==> config.mk <==
export PLATFORM = sky130hd
export DESIGN_NAME = dual_trim_counter
export DESIGN_NICKNAME = d
export VERILOG_FILES = /design/src/rtl/dtc_pkg.sv /design/src/rtl/dtc_shadow.sv /design/src/rtl/dtc_prescaler.sv /design/src/rtl/dtc_unit.sv /design/src/rtl/dual_trim_counter.sv
export SDC_FILE = /design/constraint.sdc
export NUM_CORES = 2
export LEC_CHECK = 0
export BUFFER_PORTS_ARGS = -buffer_cell sky130_fd_sc_hd__clkbuf_2
export CAP_MARGIN = 20
export CORE_ASPECT_RATIO = 1.25
export CORE_MARGIN = 1
export CORE_UTILIZATION = 40
export DETAILED_ROUTE_END_ITERATION = 8
export GPL_TIMING_DRIVEN = 0
export SETUP_SLACK_MARGIN = 0.4
export SKIP_LAST_GASP = 1
export SLEW_MARGIN = 5
export SYNTH_ARGS = -nofsm -noshare
export SYNTH_HDL_FRONTEND = slang
export SYNTH_SLANG_ARGS = --single-unit
==> constraint.sdc <==
create_clock -name clk -period 10.36 [get_ports clk]
set_clock_uncertainty 0.15 [all_clocks]
set_input_delay 1.554 -clock clk [delete_from_list [all_inputs] [get_ports clk]]
set_output_delay 1.554 -clock clk [all_outputs]
set_load 0.01 [all_outputs]
==> src/rtl/dtc_pkg.sv <==
package dtc_pkg;
  localparam int NUM_CNT   = 2;
  localparam int NUM_MATCH = 3;
  localparam int NUM_PEND  = NUM_MATCH + 3;
  localparam int ADDR_W    = 7;
  localparam int PEND_BASE = 8;
  localparam int PEND_STEP = 8;

  typedef enum logic [2:0] {
    RK_NONE,
    RK_TRIM,
    RK_LOAD,
    RK_MATCH,
    RK_CTRL,
    RK_LIVE
  } reg_kind_e;

  typedef struct packed {
    reg_kind_e  kind;
    logic       idx;
    logic [1:0] sel;
  } reg_dec_t;

  function automatic reg_dec_t decode_addr(input logic [ADDR_W-1:0] a);
    reg_dec_t d;
    d.kind = RK_NONE;
    d.idx  = 1'b0;
    d.sel  = 2'd0;
    case (a)
      7'h00: d.kind = RK_TRIM;
      7'h04: d.kind = RK_LOAD;
      7'h08: begin d.kind = RK_MATCH; d.sel = 2'd0; end
      7'h0C: begin d.kind = RK_MATCH; d.sel = 2'd1; end
      7'h10: begin d.kind = RK_MATCH; d.sel = 2'd2; end
      7'h14: d.kind = RK_CTRL;
      7'h40: d.kind = RK_LIVE;
      7'h44: begin d.kind = RK_TRIM; d.idx = 1'b1; end
      7'h48: begin d.kind = RK_LOAD; d.idx = 1'b1; end
      7'h4C: begin d.kind = RK_MATCH; d.idx = 1'b1; d.sel = 2'd0; end
      7'h50: begin d.kind = RK_MATCH; d.idx = 1'b1; d.sel = 2'd1; end
      7'h54: begin d.kind = RK_MATCH; d.idx = 1'b1; d.sel = 2'd2; end
      7'h58: begin d.kind = RK_LIVE; d.idx = 1'b1; end
      default: d.kind = RK_NONE;
    endcase
    return d;
  endfunction
endpackage

==> src/rtl/dtc_shadow.sv <==
// Holding copy plus working copy of one register; the working copy only
// moves on a reference tick while a write is pending.
module dtc_shadow #(
  parameter int W = 16
) (
  input  logic         clk,
  input  logic         rst,
  input  logic         tick,
  input  logic         wr,
  input  logic [W-1:0] wdata,
  output logic [W-1:0] shadow,
  output logic [W-1:0] active,
  output logic         pending
);
  always_ff @(posedge clk) begin
    if (rst) begin
      shadow  <= '0;
      active  <= '0;
      pending <= 1'b0;
    end else if (wr) begin
      shadow  <= wdata;
      pending <= 1'b1;
    end else if (tick && pending) begin
      active  <= shadow;
      pending <= 1'b0;
    end
  end

  p_pending_set_r2: assert property (@(posedge clk) disable iff (rst)
    wr |=> pending);
  p_pending_clear_r2: assert property (@(posedge clk) disable iff (rst)
    (tick && pending && !wr) |=> !pending);
  p_active_waits_r3: assert property (@(posedge clk) disable iff (rst)
    !tick |=> $stable(active));
endmodule

==> src/rtl/dtc_prescaler.sv <==
module dtc_prescaler #(
  parameter int TRIM_W = 16
) (
  input  logic              clk,
  input  logic              rst,
  input  logic              tick,
  input  logic              run,
  input  logic              bypass,
  input  logic              clear,
  input  logic [TRIM_W-1:0] divisor,
  output logic              step
);
  logic [TRIM_W-1:0] presc;
  logic [TRIM_W:0]   presc_nxt;
  logic              wrap;

  assign presc_nxt = {1'b0, presc} + 1'b1;
  assign wrap      = presc_nxt >= {1'b0, divisor};
  assign step      = tick && run && !clear && (bypass || wrap);

  always_ff @(posedge clk) begin
    if (rst || clear) begin
      presc <= '0;
    end else if (tick && run && !bypass) begin
      presc <= wrap ? '0 : presc_nxt[TRIM_W-1:0];
    end
  end

  p_idle_hold_r6: assert property (@(posedge clk) disable iff (rst)
    (!run && !clear) |=> $stable(presc));
endmodule

==> src/rtl/dtc_unit.sv <==
module dtc_unit
  import dtc_pkg::*;
#(
  parameter int CNT_W  = 32,
  parameter int TRIM_W = 16
) (
  input  logic                                clk,
  input  logic                                rst,
  input  logic                                tick,
  input  logic                                wr_ctrl,
  input  logic [1:0]                          ctrl_wdata,
  input  logic                                wr_trim,
  input  logic [TRIM_W-1:0]                   trim_wdata,
  input  logic                                wr_load,
  input  logic [NUM_MATCH-1:0]                wr_match,
  input  logic [CNT_W-1:0]                    val_wdata,
  output logic [CNT_W-1:0]                    count,
  output logic [1:0]                          ctrl_view,
  output logic [TRIM_W-1:0]                   trim_view,
  output logic [CNT_W-1:0]                    load_view,
  output logic [NUM_MATCH-1:0][CNT_W-1:0]     match_view,
  output logic [NUM_PEND-1:0]                 pend,
  output logic [NUM_MATCH-1:0]                pulse
);
  logic [1:0]                      ctrl_act;
  logic [TRIM_W-1:0]               trim_act;
  logic [NUM_MATCH-1:0][CNT_W-1:0] match_act;
  logic [NUM_MATCH-1:0]            match_pend;
  logic                            ctrl_pend, trim_pend, load_pend;
  logic                            load_now, step, en, byp;
  logic [CNT_W-1:0]                cnt_inc;

  dtc_shadow #(.W(2)) u_ctrl (
    .clk(clk), .rst(rst), .tick(tick), .wr(wr_ctrl), .wdata(ctrl_wdata),
    .shadow(ctrl_view), .active(ctrl_act), .pending(ctrl_pend)
  );

  dtc_shadow #(.W(TRIM_W)) u_trim (
    .clk(clk), .rst(rst), .tick(tick), .wr(wr_trim), .wdata(trim_wdata),
    .shadow(trim_view), .active(trim_act), .pending(trim_pend)
  );

  for (genvar k = 0; k < NUM_MATCH; k++) begin : g_match
    dtc_shadow #(.W(CNT_W)) u_cmp (
      .clk(clk), .rst(rst), .tick(tick), .wr(wr_match[k]), .wdata(val_wdata),
      .shadow(match_view[k]), .active(match_act[k]), .pending(match_pend[k])
    );
  end

  // The load value is consumed by the counter itself, so it has no working copy.
  always_ff @(posedge clk) begin
    if (rst) begin
      load_view <= '0;
      load_pend <= 1'b0;
    end else if (wr_load) begin
      load_view <= val_wdata;
      load_pend <= 1'b1;
    end else if (tick && load_pend) begin
      load_pend <= 1'b0;
    end
  end

  assign en       = ctrl_act[0];
  assign byp      = ctrl_act[1];
  assign load_now = tick && load_pend && !wr_load;
  assign cnt_inc  = count + 1'b1;
  assign pend     = {load_pend, match_pend, trim_pend, ctrl_pend};

  dtc_prescaler #(.TRIM_W(TRIM_W)) u_presc (
    .clk(clk), .rst(rst), .tick(tick), .run(en), .bypass(byp),
    .clear(load_now), .divisor(trim_act), .step(step)
  );

  always_ff @(posedge clk) begin
    if (rst) begin
      count <= '0;
    end else if (load_now) begin
      count <= load_view;
    end else if (step) begin
      count <= cnt_inc;
    end
  end

  for (genvar k = 0; k < NUM_MATCH; k++) begin : g_hit
    always_ff @(posedge clk) begin
      if (rst) pulse[k] <= 1'b0;
      else     pulse[k] <= step && (cnt_inc == match_act[k]);
    end

    p_pulse_single_r7: assert property (@(posedge clk) disable iff (rst)
      pulse[k] |=> !pulse[k]);
  end

  p_disabled_hold_r6: assert property (@(posedge clk) disable iff (rst)
    (!en && !load_now) |=> $stable(count));
  p_disabled_quiet_r6: assert property (@(posedge clk) disable iff (rst)
    !en |=> (pulse == '0));
  p_bypass_step_r4: assert property (@(posedge clk) disable iff (rst)
    (tick && en && byp && !load_now) |=> (count == $past(count) + 1'b1));
  p_load_wins_r9: assert property (@(posedge clk) disable iff (rst)
    load_now |=> (count == $past(load_view)) && (pulse == '0));
endmodule

==> src/rtl/dual_trim_counter.sv <==
module dual_trim_counter
  import dtc_pkg::*;
#(
  parameter int CNT_W  = 32,
  parameter int TRIM_W = 16
) (
  input  logic                           clk,
  input  logic                           rst,
  input  logic                           ref_tick,
  input  logic                           bus_we,
  input  logic                           bus_re,
  input  logic [ADDR_W-1:0]              bus_addr,
  input  logic [CNT_W-1:0]               bus_wdata,
  output logic [CNT_W-1:0]               bus_rdata,
  output logic [NUM_CNT*NUM_MATCH-1:0]   match_pulse
);
  reg_dec_t                        dec;
  logic [CNT_W-1:0]                cnt_v   [NUM_CNT];
  logic [1:0]                      ctrl_v  [NUM_CNT];
  logic [TRIM_W-1:0]               trim_v  [NUM_CNT];
  logic [CNT_W-1:0]                load_v  [NUM_CNT];
  logic [NUM_MATCH-1:0][CNT_W-1:0] match_v [NUM_CNT];
  logic [NUM_PEND-1:0]             pend_v  [NUM_CNT];
  logic [CNT_W-1:0]                ctrl_rd;
  logic                            wr_ctrl;

  assign dec     = decode_addr(bus_addr);
  assign wr_ctrl = bus_we && (dec.kind == RK_CTRL);

  for (genvar c = 0; c < NUM_CNT; c++) begin : g_cnt
    logic [NUM_MATCH-1:0] wr_m;
    logic                 sel_me;

    assign sel_me = bus_we && (dec.idx == 1'(c));
    for (genvar k = 0; k < NUM_MATCH; k++) begin : g_wm
      assign wr_m[k] = sel_me && (dec.kind == RK_MATCH) && (dec.sel == 2'(k));
    end

    dtc_unit #(.CNT_W(CNT_W), .TRIM_W(TRIM_W)) u_unit (
      .clk        (clk),
      .rst        (rst),
      .tick       (ref_tick),
      .wr_ctrl    (wr_ctrl),
      .ctrl_wdata (bus_wdata[2*c +: 2]),
      .wr_trim    (sel_me && (dec.kind == RK_TRIM)),
      .trim_wdata (bus_wdata[TRIM_W-1:0]),
      .wr_load    (sel_me && (dec.kind == RK_LOAD)),
      .wr_match   (wr_m),
      .val_wdata  (bus_wdata),
      .count      (cnt_v[c]),
      .ctrl_view  (ctrl_v[c]),
      .trim_view  (trim_v[c]),
      .load_view  (load_v[c]),
      .match_view (match_v[c]),
      .pend       (pend_v[c]),
      .pulse      (match_pulse[c*NUM_MATCH +: NUM_MATCH])
    );
  end

  always_comb begin
    ctrl_rd = '0;
    for (int c = 0; c < NUM_CNT; c++) begin
      ctrl_rd[2*c +: 2] = ctrl_v[c];
      ctrl_rd[PEND_BASE + PEND_STEP*c +: NUM_PEND] = pend_v[c];
    end
  end

  always_ff @(posedge clk) begin
    if (rst) begin
      bus_rdata <= '0;
    end else if (bus_re) begin
      case (dec.kind)
        RK_TRIM:  bus_rdata <= CNT_W'(trim_v[dec.idx]);
        RK_LOAD:  bus_rdata <= load_v[dec.idx];
        RK_MATCH: bus_rdata <= match_v[dec.idx][dec.sel];
        RK_CTRL:  bus_rdata <= ctrl_rd;
        RK_LIVE:  bus_rdata <= cnt_v[dec.idx];
        default:  bus_rdata <= '0;
      endcase
    end
  end

  p_read_hold_r12: assert property (@(posedge clk) disable iff (rst)
    !bus_re |=> $stable(bus_rdata));
  p_ctrl_write_marks_r10: assert property (@(posedge clk) disable iff (rst)
    wr_ctrl |=> (pend_v[0][0] && pend_v[1][0]));
endmodule

==> impl_metrics.toml <==
[clocking]
post_cts_buffers = 0
h-tree-depth = 3
ctsResizeCount = 0
clk_latency_ns = 0.66
hold_buffers = 0
cts_buffer_depth = 3
cts.sink_count = 666
cts_buffers = 74
cts_tree = "yes"
cts_root_buffer = "clkbuf_16"
clk_pin_slew_ns = 0.06

[grt]
grt_pass1_vias = 32041
grt_pass1_wl_mm = 219
grt-ovfl-total = 0
track_usage = 0.361
grt_max_degree = 15
antenna_found_initial = 1

[synthesis]
synth_edf_count = 0
synth_cell_types = 78
synth_top_cell_area_share = 0.401
synthArstFlopShare = 0
synth.cell_area_sq_um = 33200
syn_inst = 4441
synth_area_leaders = "dfxtp_1 (40%), nand2_1 (14%), a21oi_1 (9.0%), xnor2_1 (4.3%), mux2i_1 (4.1%)"
ys_dominant_reg_cell = "dfxtp_1"
post-synth-top-area-cell = "dfxtp_1"
ys_seq_area_frac = 0.401
synth.net_count = 4521
ys_warn_count = 0
synth_seq_cells = 666
avgSynthCellArea_sq_um = 7.49

[placement]
placed_area_sq_um = 35000
portBuffers = 52
place.gp.congestion = 1.03
hpwl_mm = 123

[route]
drcViolationCount = 0
first_iter_violations = 3624
wl_per_cell_um = 27.4
routed_via_density = 5.98
antenna_left = 0
vias = 34181
dr.pass1.iters = 7
totalWireLength_mm = 156

[power_and_ir_drop]
max-vdd-ir-drop_mv = 0.100
powerDensity_nw_per_um2 = 152
leakage_nw = 12.6

[sta]
period_share = 0.546
relSlewSlack = 0.164
final-hold-violation-count = 0
period_minus_slack_ns = 5.66
worst_pin_slew_ns = 1.25
rsz0062_at_grt = "no"
drv_slew = 0
setup_violations = 0
finalSetupTns_ns = 0
fmax_mhz = 177

[final_layout]
fin_area_sq_um = 37700
syn_to_final_growth_pct = 13.3
nets = 4659
layout-drive-gt1-share = 0.0578

[floorplanning]
start_util = 0.406
die_w_um = 260
io_pins = 82
num_rows = 117
die_y_um = 324
die_area_sq_um = 84300
core_area_sq_um = 81800

[worst_setup_path]
critical-path-top-delay-family = "compound AO/OA/AOI/OAI gates"
critPathMostFrequentCell = "clkbuf_1"
worstSetupPathType = "flop to flop"
worstPathArrival_ns = 6.00
path_cells = "ha_1 > clkbuf_1 > and3_1 > nand4_1 > nor2_1 > xor2_1 > ha_1 > a21oi_1 > o21ai_0 > a32o_1 > o31ai_1 > a21o_1 > clkbuf_1 > nand2_1 > clkbuf_1 > o21ai_0 > nor3_1"
cp_slowest_cell = "o31ai_1"
worstSetupEndpointType = "flop"
required_ns = 10.70
max_stage_delay_ns = 0.64
cp_max_fo = 10
cp-start-kind = "flop"
cp_num_buf_inv = 3

[status]
status = "complete, no violations"

[run]
drv_cap = 0

[hold_path]
worst_hold_path_type = "flop to flop"
## metal layers
metal	track usage	wire length (um)	vias to the layer above
li1	-	-	15467
met1	0.445	61200	16358
met2	0.569	70200	1809
met3	0.0540	11800	547
met4	0.266	13000	0
met5	0	0	-
## worst reg2reg max path: stages (launching register included)
cell and delay, ns:
dfxtp_1 0.44, ha_1 0.18, clkbuf_1 0.29, and3_1 0.20
nand4_1 0.29, nor2_1 0.23, xor2_1 0.26, ha_1 0.30
a21oi_1 0.14, o21ai_0 0.10, a32o_1 0.28, o31ai_1 0.64
a21o_1 0.20, clkbuf_1 0.53, nand2_1 0.43, clkbuf_1 0.47
o21ai_0 0.33, nor3_1 0.06
## power breakdown
group | switching [mW] | total, mW | internal [mW] | leakage, nW
clock network | 1.17 | 2.95 | 1.78 | 1.32
logic | 0.165 | 0.201 | 0.0356 | 5.94
registers | 0.00704 | 2.57 | 2.57 | 5.36
## registers in the layout, summed over array words and instances (netlist names)
name                                flops
g_cnt.u_unit.u_ctrl.pending             2
g_cnt.u_unit.u_trim.active             32
g_cnt.u_unit.load_pend                  2
g_cnt.u_unit.u_ctrl.active              4
g_cnt.u_unit.u_trim.pending             2
g_cnt.u_unit.g_match.u_cmp.active     192
g_cnt.u_unit.u_trim.shadow             32
g_cnt.u_unit.pulse                      6
g_cnt.u_unit.g_match.u_cmp.shadow     192
g_cnt.u_unit.u_presc.presc             32
g_cnt.u_unit.load_view                 64
g_cnt.u_unit.g_match.u_cmp.pending      6
bus_rdata                              32
g_cnt.u_unit.count                     64
g_cnt.u_unit.u_ctrl.shadow              4
## cell families (layout without fill, tap and decap cells)
group                    Yosys count  after routing  synth area share
multiplexers                     137            137            0.0413
AO/OA/AOI/OAI                   1048           1048             0.180
other                              0              1                 0
XOR/XNOR                         279            279            0.0739
flip-flops                       666            666             0.401
buffers and inverters            427            626            0.0502
AND/OR/NAND/NOR                 1848           1848             0.240
adder cells (fa/ha/maj)           36             36            0.0135
## final timing paths
path / endpoint / slack, ns / cells after the start / start
min: bus_rdata[10]$_SDFFE_PP0P_ / 0.30 / 2 / bus_rdata[10]$_SDFFE_PP0P_
min reg2reg: bus_rdata[10]$_SDFFE_PP0P_ / 0.30 / 2 / bus_rdata[10]$_SDFFE_PP0P_
max: g_cnt[1].u_unit.count[30]$_SDFFE_PP0P_ / 4.70 / 17 / g_cnt[1].u_unit.u_presc.presc[0]$_SDFFE_PP0P_
max reg2reg: g_cnt[1].u_unit.count[30]$_SDFFE_PP0P_ / 4.70 / 17 / g_cnt[1].u_unit.u_presc.presc[0]$_SDFFE_PP0P_
## stage by stage
step           hold slack (ns)   util  power, mW  instances  setup WS [ns]
5_1_grt                  0.327  0.460       5.86       5711           4.42
6_report                 0.298  0.460       5.72       5712           4.70
3_3_place_gp             0.285  0.426       2.82       5564           4.15
3_5_place_dp             0.295  0.427       2.82       5573           4.65
2_1_floorplan            0.286      -       2.72       4441           6.32
4_1_cts                  0.305  0.460       5.73       5710           4.81
## layout make-up
class,instances,area (sq um)
multi-input combinational,3348,18300
inverter,58,218
clock inverter,33,483
timing repair buffer,62,358
antenna,1,2.50
clock buffer,104,2220
sequential,666,13300
buffer,369,1450
tap,1071,1340
fill,8466,44200
## synthesized netlist by cell type, drive strengths merged, types with 5 or more instances
cell type  instances
or4               10
a21oi            597
and4              18
and2              14
a31oi             63
mux2i            136
nor3b              9
a221oi             8
ha                36
nand4             65
dfxtp            666
buf               51
xnor2            165
xor2             113
or3               18
clkbuf           318
a21boi             6
nor2b             11
a211oi            15
and3              47
a311o              6
a22oi             28
o21bai             6
inv               58
a311oi             7
o221ai            10
a2111oi           23
nor3              44
o2111ai            8
o211ai            12
nand2b            15
o22ai             34
o21ai            177
nand2           1266
a22o               5
nand3            111
nor4              33
nor2             167
o31ai              5
or2                9
## cells in the final DEF, fill, tap and decap left out, types with 44 or more instances in the layout
cell type  Yosys  routed
clkbuf_16      0      79
nor3_1        44      44
nand2_1     1266    1266
dfxtp_1      666     666
xor2_1       113     113
xnor2_1      165     165
clkbuf_2      15      68
nand4_1       63      63
mux2i_1      136     136
nand3_1      109     109
inv_1         58      58
o21ai_0      177     177
nor2_1       166     166
a31oi_1       63      63
a21oi_1      597     597
clkbuf_1     303     313
and3_1        47      47
No activity file was read; power rests on OpenSTA's default activity.
